### src/rtl/bl_pwm_pkg.sv
package bl_pwm_pkg;
  parameter int unsigned BL_CNT_W = 16;

  localparam int unsigned BIT_ENABLE = 31;
  localparam int unsigned BIT_INVERT = 29;
  localparam int unsigned BIT_GSEL   = 0;
  localparam int unsigned MAX_LSB    = 16;
  localparam int unsigned DUTY_LSB   = 0;

  typedef enum logic [1:0] {
    ADDR_CTRL   = 2'd0,
    ADDR_PERIOD = 2'd1,
    ADDR_DUTY   = 2'd2,
    ADDR_NONE   = 2'd3
  } bl_addr_e;

  typedef struct packed {
    logic                enable;
    logic                invert;
    logic                gsel;
    logic [BL_CNT_W-1:0] max_cnt;
    logic [BL_CNT_W-1:0] duty;
  } bl_cfg_t;
endpackage

### src/rtl/bl_pwm_regs.sv
module bl_pwm_regs
  import bl_pwm_pkg::*;
(
  input  logic        clk,
  input  logic        rst_n,
  input  logic        wr_en,
  input  logic [1:0]  wr_addr,
  input  logic [31:0] wr_data,
  output bl_cfg_t     cfg_o
);
  bl_cfg_t cfg_q, cfg_d;
  logic    ld_ctrl, ld_period, ld_duty;

  always_comb begin
    ld_ctrl   = wr_en && (wr_addr == ADDR_CTRL);
    ld_period = wr_en && (wr_addr == ADDR_PERIOD);
    ld_duty   = wr_en && (wr_addr == ADDR_DUTY);
    cfg_d     = cfg_q;
    if (ld_ctrl) begin
      cfg_d.enable = wr_data[BIT_ENABLE];
      cfg_d.invert = wr_data[BIT_INVERT];
      cfg_d.gsel   = wr_data[BIT_GSEL];
    end
    if (ld_period) cfg_d.max_cnt = wr_data[MAX_LSB +: BL_CNT_W];
    if (ld_duty)   cfg_d.duty    = wr_data[DUTY_LSB +: BL_CNT_W];
  end

  always_ff @(posedge clk or negedge rst_n) begin
    if (!rst_n) begin
      cfg_q <= '0;
    end else if (ld_ctrl || ld_period || ld_duty) begin
      cfg_q <= cfg_d;
    end
  end

  assign cfg_o = cfg_q;

  AST_WRITE_ONLY_CHANGE: assert property (@(posedge clk) disable iff (!rst_n)
    !wr_en |=> $stable(cfg_q)) else $error("cfg changed without write");
endmodule

### src/rtl/bl_pwm_prescale.sv
module bl_pwm_prescale #(
  parameter int unsigned FINE   = 16,
  parameter int unsigned COARSE = 128
) (
  input  logic clk,
  input  logic rst_n,
  input  logic run_i,
  input  logic gsel_i,
  output logic tick_o
);
  localparam int unsigned PRE_W = $clog2(COARSE);
  localparam logic [PRE_W-1:0] FINE_LAST   = PRE_W'(FINE - 1);
  localparam logic [PRE_W-1:0] COARSE_LAST = PRE_W'(COARSE - 1);

  logic [PRE_W-1:0] pre_q, pre_d;
  logic [PRE_W-1:0] last;

  always_comb begin
    last   = gsel_i ? COARSE_LAST : FINE_LAST;
    tick_o = run_i && (pre_q == last);
    if (!run_i)      pre_d = '0;
    else if (tick_o) pre_d = '0;
    else             pre_d = pre_q + 1'b1;
  end

  always_ff @(posedge clk or negedge rst_n) begin
    if (!rst_n) pre_q <= '0;
    else        pre_q <= pre_d;
  end

  AST_PRE_RANGE: assert property (@(posedge clk) disable iff (!rst_n)
    pre_q <= last) else $error("prescaler beyond limit");
  AST_PRE_IDLE: assert property (@(posedge clk) disable iff (!rst_n)
    !run_i |=> pre_q == '0) else $error("prescaler moved while idle");
  AST_TICK_SPACING: assert property (@(posedge clk) disable iff (!rst_n)
    tick_o |=> !tick_o) else $error("back to back ticks");
endmodule

### src/rtl/bl_pwm_core.sv
module bl_pwm_core
  import bl_pwm_pkg::*;
#(
  parameter int unsigned FINE   = 16,
  parameter int unsigned COARSE = 128
) (
  input  logic    clk,
  input  logic    rst_n,
  input  bl_cfg_t cfg_i,
  output logic    pwm_o
);
  typedef logic [BL_CNT_W-1:0] cnt_t;

  logic run_q, run_d;
  cnt_t cnt_q, cnt_d;
  cnt_t act_max_q, act_duty_q;
  logic act_inv_q, act_gsel_q;
  logic live, start, tick, wrap, load;
  cnt_t eff_duty;
  logic active, out_inv;

  bl_pwm_prescale #(.FINE(FINE), .COARSE(COARSE)) u_pre (
    .clk    (clk),
    .rst_n  (rst_n),
    .run_i  (live),
    .gsel_i (act_gsel_q),
    .tick_o (tick)
  );

  always_comb begin
    live  = run_q && cfg_i.enable;
    start = cfg_i.enable && !run_q;
    wrap  = tick && ((act_max_q == '0) || (cnt_q == act_max_q - 1'b1));
    load  = start || (live && wrap);
    run_d = cfg_i.enable;
    if (!cfg_i.enable) cnt_d = '0;
    else if (load)     cnt_d = '0;
    else if (tick)     cnt_d = cnt_q + 1'b1;
    else               cnt_d = cnt_q;
  end

  always_ff @(posedge clk or negedge rst_n) begin
    if (!rst_n) begin
      run_q <= 1'b0;
      cnt_q <= '0;
    end else begin
      run_q <= run_d;
      cnt_q <= cnt_d;
    end
  end

  always_ff @(posedge clk or negedge rst_n) begin
    if (!rst_n) begin
      act_max_q  <= '0;
      act_duty_q <= '0;
      act_inv_q  <= 1'b0;
      act_gsel_q <= 1'b0;
    end else if (load) begin
      act_max_q  <= cfg_i.max_cnt;
      act_duty_q <= cfg_i.duty;
      act_inv_q  <= cfg_i.invert;
      act_gsel_q <= cfg_i.gsel;
    end
  end

  always_comb begin
    eff_duty = (act_duty_q > act_max_q) ? act_max_q : act_duty_q;
    active   = live && (act_max_q != '0) && (cnt_q < eff_duty);
    out_inv  = live ? act_inv_q : cfg_i.invert;
    pwm_o    = active ^ out_inv;
  end

  AST_CNT_IDLE: assert property (@(posedge clk) disable iff (!rst_n)
    !cfg_i.enable |=> cnt_q == '0) else $error("counter moved while idle");
  AST_CNT_RANGE: assert property (@(posedge clk) disable iff (!rst_n)
    (act_max_q != '0) |-> cnt_q < act_max_q) else $error("counter beyond max");
  AST_SHADOW_HOLD: assert property (@(posedge clk) disable iff (!rst_n)
    (live && !wrap) |=> ($stable(act_max_q) && $stable(act_duty_q) && $stable(act_inv_q)))
    else $error("working copy changed mid-period");
  AST_ZERO_MAX: assert property (@(posedge clk) disable iff (!rst_n)
    (live && act_max_q == '0) |-> pwm_o == act_inv_q) else $error("zero max drove active");
endmodule

### src/rtl/bl_pwm_gen.sv
module bl_pwm_gen
  import bl_pwm_pkg::*;
#(
  parameter int unsigned FINE   = 16,
  parameter int unsigned COARSE = 128
) (
  input  logic        clk,
  input  logic        rst_n,
  input  logic        wr_en,
  input  logic [1:0]  wr_addr,
  input  logic [31:0] wr_data,
  output logic        pwm_out
);
  logic [1:0] rst_sync_q;
  logic       rst_int_n;
  bl_cfg_t    cfg;

  always_ff @(posedge clk or negedge rst_n) begin
    if (!rst_n) rst_sync_q <= 2'b00;
    else        rst_sync_q <= {rst_sync_q[0], 1'b1};
  end
  assign rst_int_n = rst_sync_q[1];

  bl_pwm_regs u_regs (
    .clk     (clk),
    .rst_n   (rst_int_n),
    .wr_en   (wr_en),
    .wr_addr (wr_addr),
    .wr_data (wr_data),
    .cfg_o   (cfg)
  );

  bl_pwm_core #(.FINE(FINE), .COARSE(COARSE)) u_core (
    .clk   (clk),
    .rst_n (rst_int_n),
    .cfg_i (cfg),
    .pwm_o (pwm_out)
  );

  AST_IDLE_LEVEL: assert property (@(posedge clk) disable iff (!rst_int_n)
    (!cfg.enable && $past(!cfg.enable)) |-> pwm_out == cfg.invert)
    else $error("idle level wrong");
endmodule

### config.mk
export PLATFORM = sky130hd
export DESIGN_NAME = bl_pwm_gen
export DESIGN_NICKNAME = d
export VERILOG_FILES = /design/src/rtl/bl_pwm_pkg.sv /design/src/rtl/bl_pwm_regs.sv /design/src/rtl/bl_pwm_prescale.sv /design/src/rtl/bl_pwm_core.sv /design/src/rtl/bl_pwm_gen.sv
export SDC_FILE = /design/constraint.sdc
export NUM_CORES = 1
export LEC_CHECK = 0
export CORE_UTILIZATION = 54
export DETAILED_ROUTE_END_ITERATION = 7
export PLACE_DENSITY = 0.77
export SYNTH_ARGS = -nofsm -noshare
export SYNTH_HDL_FRONTEND = slang
export SYNTH_SLANG_ARGS = --single-unit
export TNS_END_PERCENT = 30
### constraint.sdc
create_clock -name clk -period 4.9 [get_ports clk]
set_clock_uncertainty 0.1 [all_clocks]
set_input_delay 0.98 -clock clk [delete_from_list [all_inputs] [get_ports clk]]
set_output_delay 0.98 -clock clk [all_outputs]
set_load 0.05 [all_outputs]
==> results.cfg <==
[sta]
timing_worst_slew_pin_value_ns = 0.890
setup-tns-final_ns = -0.260
timing_hold_violations_final = 0
setup_slack_ns = -0.260
max_freq_mhz = 194
grt_setup_unrepaired = true
layout_min_cycle_time_ns = 5.16
final.hold.worst_slack_ns = 0.213
timing_max_transition_violations_final = 0
finalSetupViolCount = 1
layout_worst_path_cycle_share_pct = 105
max_slew_margin_pct = 40.5

[synthesis]
synth-async-reset-ratio_pct = 100
netlist.area_leader.share_pct = 44.1
synth_seq_area_share_pct = 44.1
ys_ff_latch = 95
synthesis.nets = 552
post_synthesis_cell_count = 481
mean_instance_size_in_the_synthesized_netlist_um2 = 11.2
synth_warnings = 0
synth_cell_type_count = 54
ys_dominant_reg_cell = dfrtp_1
synth_edf_count = 0
synth_area_leaders = dfrtp_1 (44%), mux2_2 (8.1%), ha_1 (7.9%)
post-synth-top-area-cell = dfrtp_1
synth_cell_area_mm2 = 0.00539

[die]
core.rowCount = 36
chipWidth_um = 102
core_area_mm2 = 0.00973
chipHeight_um = 102
start_util_pct = 55.4
top_ports = 38
design.die.area_mm2 = 0.0104

[power_and_ir_drop]
p_comb_share_pct = 50.8
clock_share_of_power_pct = 15.4
share_seq_of_total_power_pct = 33.9
power_leakage_nw = 2.74
power_report.internal_total_mw = 2.07
peakVddDrop_v = 0.000314
pwr_density_cell_mw_per_mm2 = 544
power.share.switching_pct = 39.3
total_switching_power_mw = 1.34
power_mw = 3.41

[critical_path]
worstSetupStartpoint = u_core.act_duty_q[1]$_DFFE_PN0P_
startpoint_type = register
critical_path_peak_fanout = 11
critPathArrivalTime_ns = 4.08
crit_type = reg2out
worst_ep_required_time_ns = 3.82
r2r_start = u_core.act_max_q[0]$_DFFE_PN0P_
cp-end-kind = output pin

[place]
place.gp.congestion = 0.953
hpwl_um = 9120
placement.setup.worst_slack_ns = -0.00421
io_buffer_count = 37

[outcome]
violated_checks = negative setup slack
run_status = finished with violations

[cells_and_area]
area_growth_pct = 16.5
diodes = 0
layout_common_cells = dfrtp_1 (94), mux2_2 (39), clkdlybuf4s50_1 (36)
drive_above_1_share_pct = 17.3
final_common_cell = dfrtp_1
num-fill-cells = 825
combined_area_of_the_multi_input_logic_cells_mm2 = 0.00286
num-nets-final = 605
final_core_utilization_pct = 64.5
register_area_mm2 = 0.00238

[global_route]
grt.overflow.total = 0
first_pass_grt_wire_length_um = 19600
pin_count_of_the_biggest_net_entering_global_routing = 54
grt_usage_pct = 25.3
grt_pass1_vias = 3978
grt_antenna_before_repair = 0

[clock_tree]
cts_root_buffer = clkbuf_8
clock_insertion_delay_worst_skew_ns = 0.37
tritoncts = yes
cts-buffers-inserted = 9
clock_sink_count = 95
h-tree-depth = 3
clock_path_buffers = 2
cts.reportedPaths.clkPinSlew_ns = 0.10

[worst_hold_path]
min-delay-path-class = reg2async

[routing]
initialDrtViolationCount = 139
drt_wl_total_um = 12100
route.vias.total = 3920
remaining_drc_errors = 0
avgRoutedWirePerCell_um = 18.0
vias_per_cell = 5.83
remaining_antenna_violation_count = 0
drt_pass1_iterations = 4

[run]
max_cap_violations = 0
## cells in the mapped netlist (all sizes together), types with 8 or more instances
| master | instances |
|---|---|
| nand4 | 16 |
| mux2i | 17 |
| inv | 21 |
| nor4 | 9 |
| xnor2 | 22 |
| and3 | 8 |
| nand2 | 13 |
| clkbuf | 14 |
| dfrtp | 95 |
| nor2 | 14 |
| a21oi | 30 |
| nand2b | 9 |
| xor2 | 9 |
| ha | 34 |
| nand3 | 13 |
| a31oi | 10 |
| mux2 | 67 |
## critical path, stage by stage (launching register included)
cell	delay (ns)
dfrtp_1	0.41
ha_1	0.32
nor2b_4	0.15
o211ai_1	0.16
a2111oi_2	0.33
a211oi_1	0.10
a21oi_2	0.19
buf_12	0.17
mux2i_1	0.21
ha_1	0.27
a21o_1	0.17
nand3_1	0.08
a21oi_1	0.06
a21oi_1	0.11
and4b_1	0.25
nand3_1	0.08
o211ai_1	0.19
buf_4	0.17
xnor2_4	0.12
buf_12	0.16
## timing repair
action,in CTS,in global routing
pin swaps,2,4
setup endpoints to repair,1,1
hold buffers,0,0
buffers inserted,3,0
gates resized for setup,2,4
## power groups by stage
stage / Sequential, mW / Clock [mW] / Combinational, mW
floorplan: 1.14 / 0 / 1.10
global placement: 1.16 / 0 / 1.56
detailed placement: 1.17 / 0 / 1.62
CTS: 1.15 / 0.534 / 1.70
global route: 1.18 / 0.563 / 1.90
finish: 1.16 / 0.524 / 1.73
## layer usage
layer,track usage (%),wire length [um],vias to the layer above
met4,10.9,263,0
met5,0,0,-
met2,41.7,5880,71
li1,-,-,1875
met1,33.5,5530,1955
met3,3.42,416,19
## flip-flops by register name (all words and copies together), names as in the netlist
name	cells
u_core.act_max_q	16
u_core.cnt_q	16
u_core.u_pre.pre_q	7
u_core.run_q	1
u_core.act_duty_q	16
rst_sync_q	2
u_core.act_inv_q	1
u_regs.cfg_o	35
u_core.act_gsel_q	1
## path summary, 6_finish.rpt
kind | end | slack (ns) | cells past startpoint
worst min register to register | u_regs.cfg_o[3]$_DFFE_PN0P_ | 0.21 | 0
max in group asynchronous | u_core.act_duty_q[7]$_DFFE_PN0P_ | 3.45 | 1
worst max register to register | u_core.act_max_q[7]$_DFFE_PN0P_ | 1.31 | 13
worst max-delay path | pwm_out | -0.26 | 19
worst min-delay path | u_regs.cfg_o[3]$_DFFE_PN0P_ | 0.21 | 0
min in group clk | rst_sync_q[1]$_DFF_PN0_ | 0.26 | 0
## layout make-up
class	count	share of cell area, %
multi-input combinational	344	45.5
sequential	95	37.9
timing repair buffer	63	9.56
tap	133	2.65
clock buffer	10	2.03
inverter	21	1.26
clock inverter	6	1.10
## through the flow
| step | instances | cell area (um^2) |
|---|---|---|
| after floorplan | 481 | 5420 |
| after global placement | 653 | 6030 |
| after detailed placement | 653 | 6030 |
| after CTS | 672 | 6260 |
| after global routing | 672 | 6280 |
| final | 672 | 6280 |
## logic make-up after synthesis
family / Yosys count / synth area share [%]
adders and majority gates: 34 / 7.89
AOI/OAI and AO/OA: 82 / 9.96
and+or+nand+nor: 112 / 12.1
muxes: 84 / 17.2
buffers and inverters: 42 / 3.71
xor gates and xnor gates: 31 / 5.04
DFF: 95 / 44.1
other: 1 / 0.0696
Note: power is estimated with default switching activity, not from simulation.
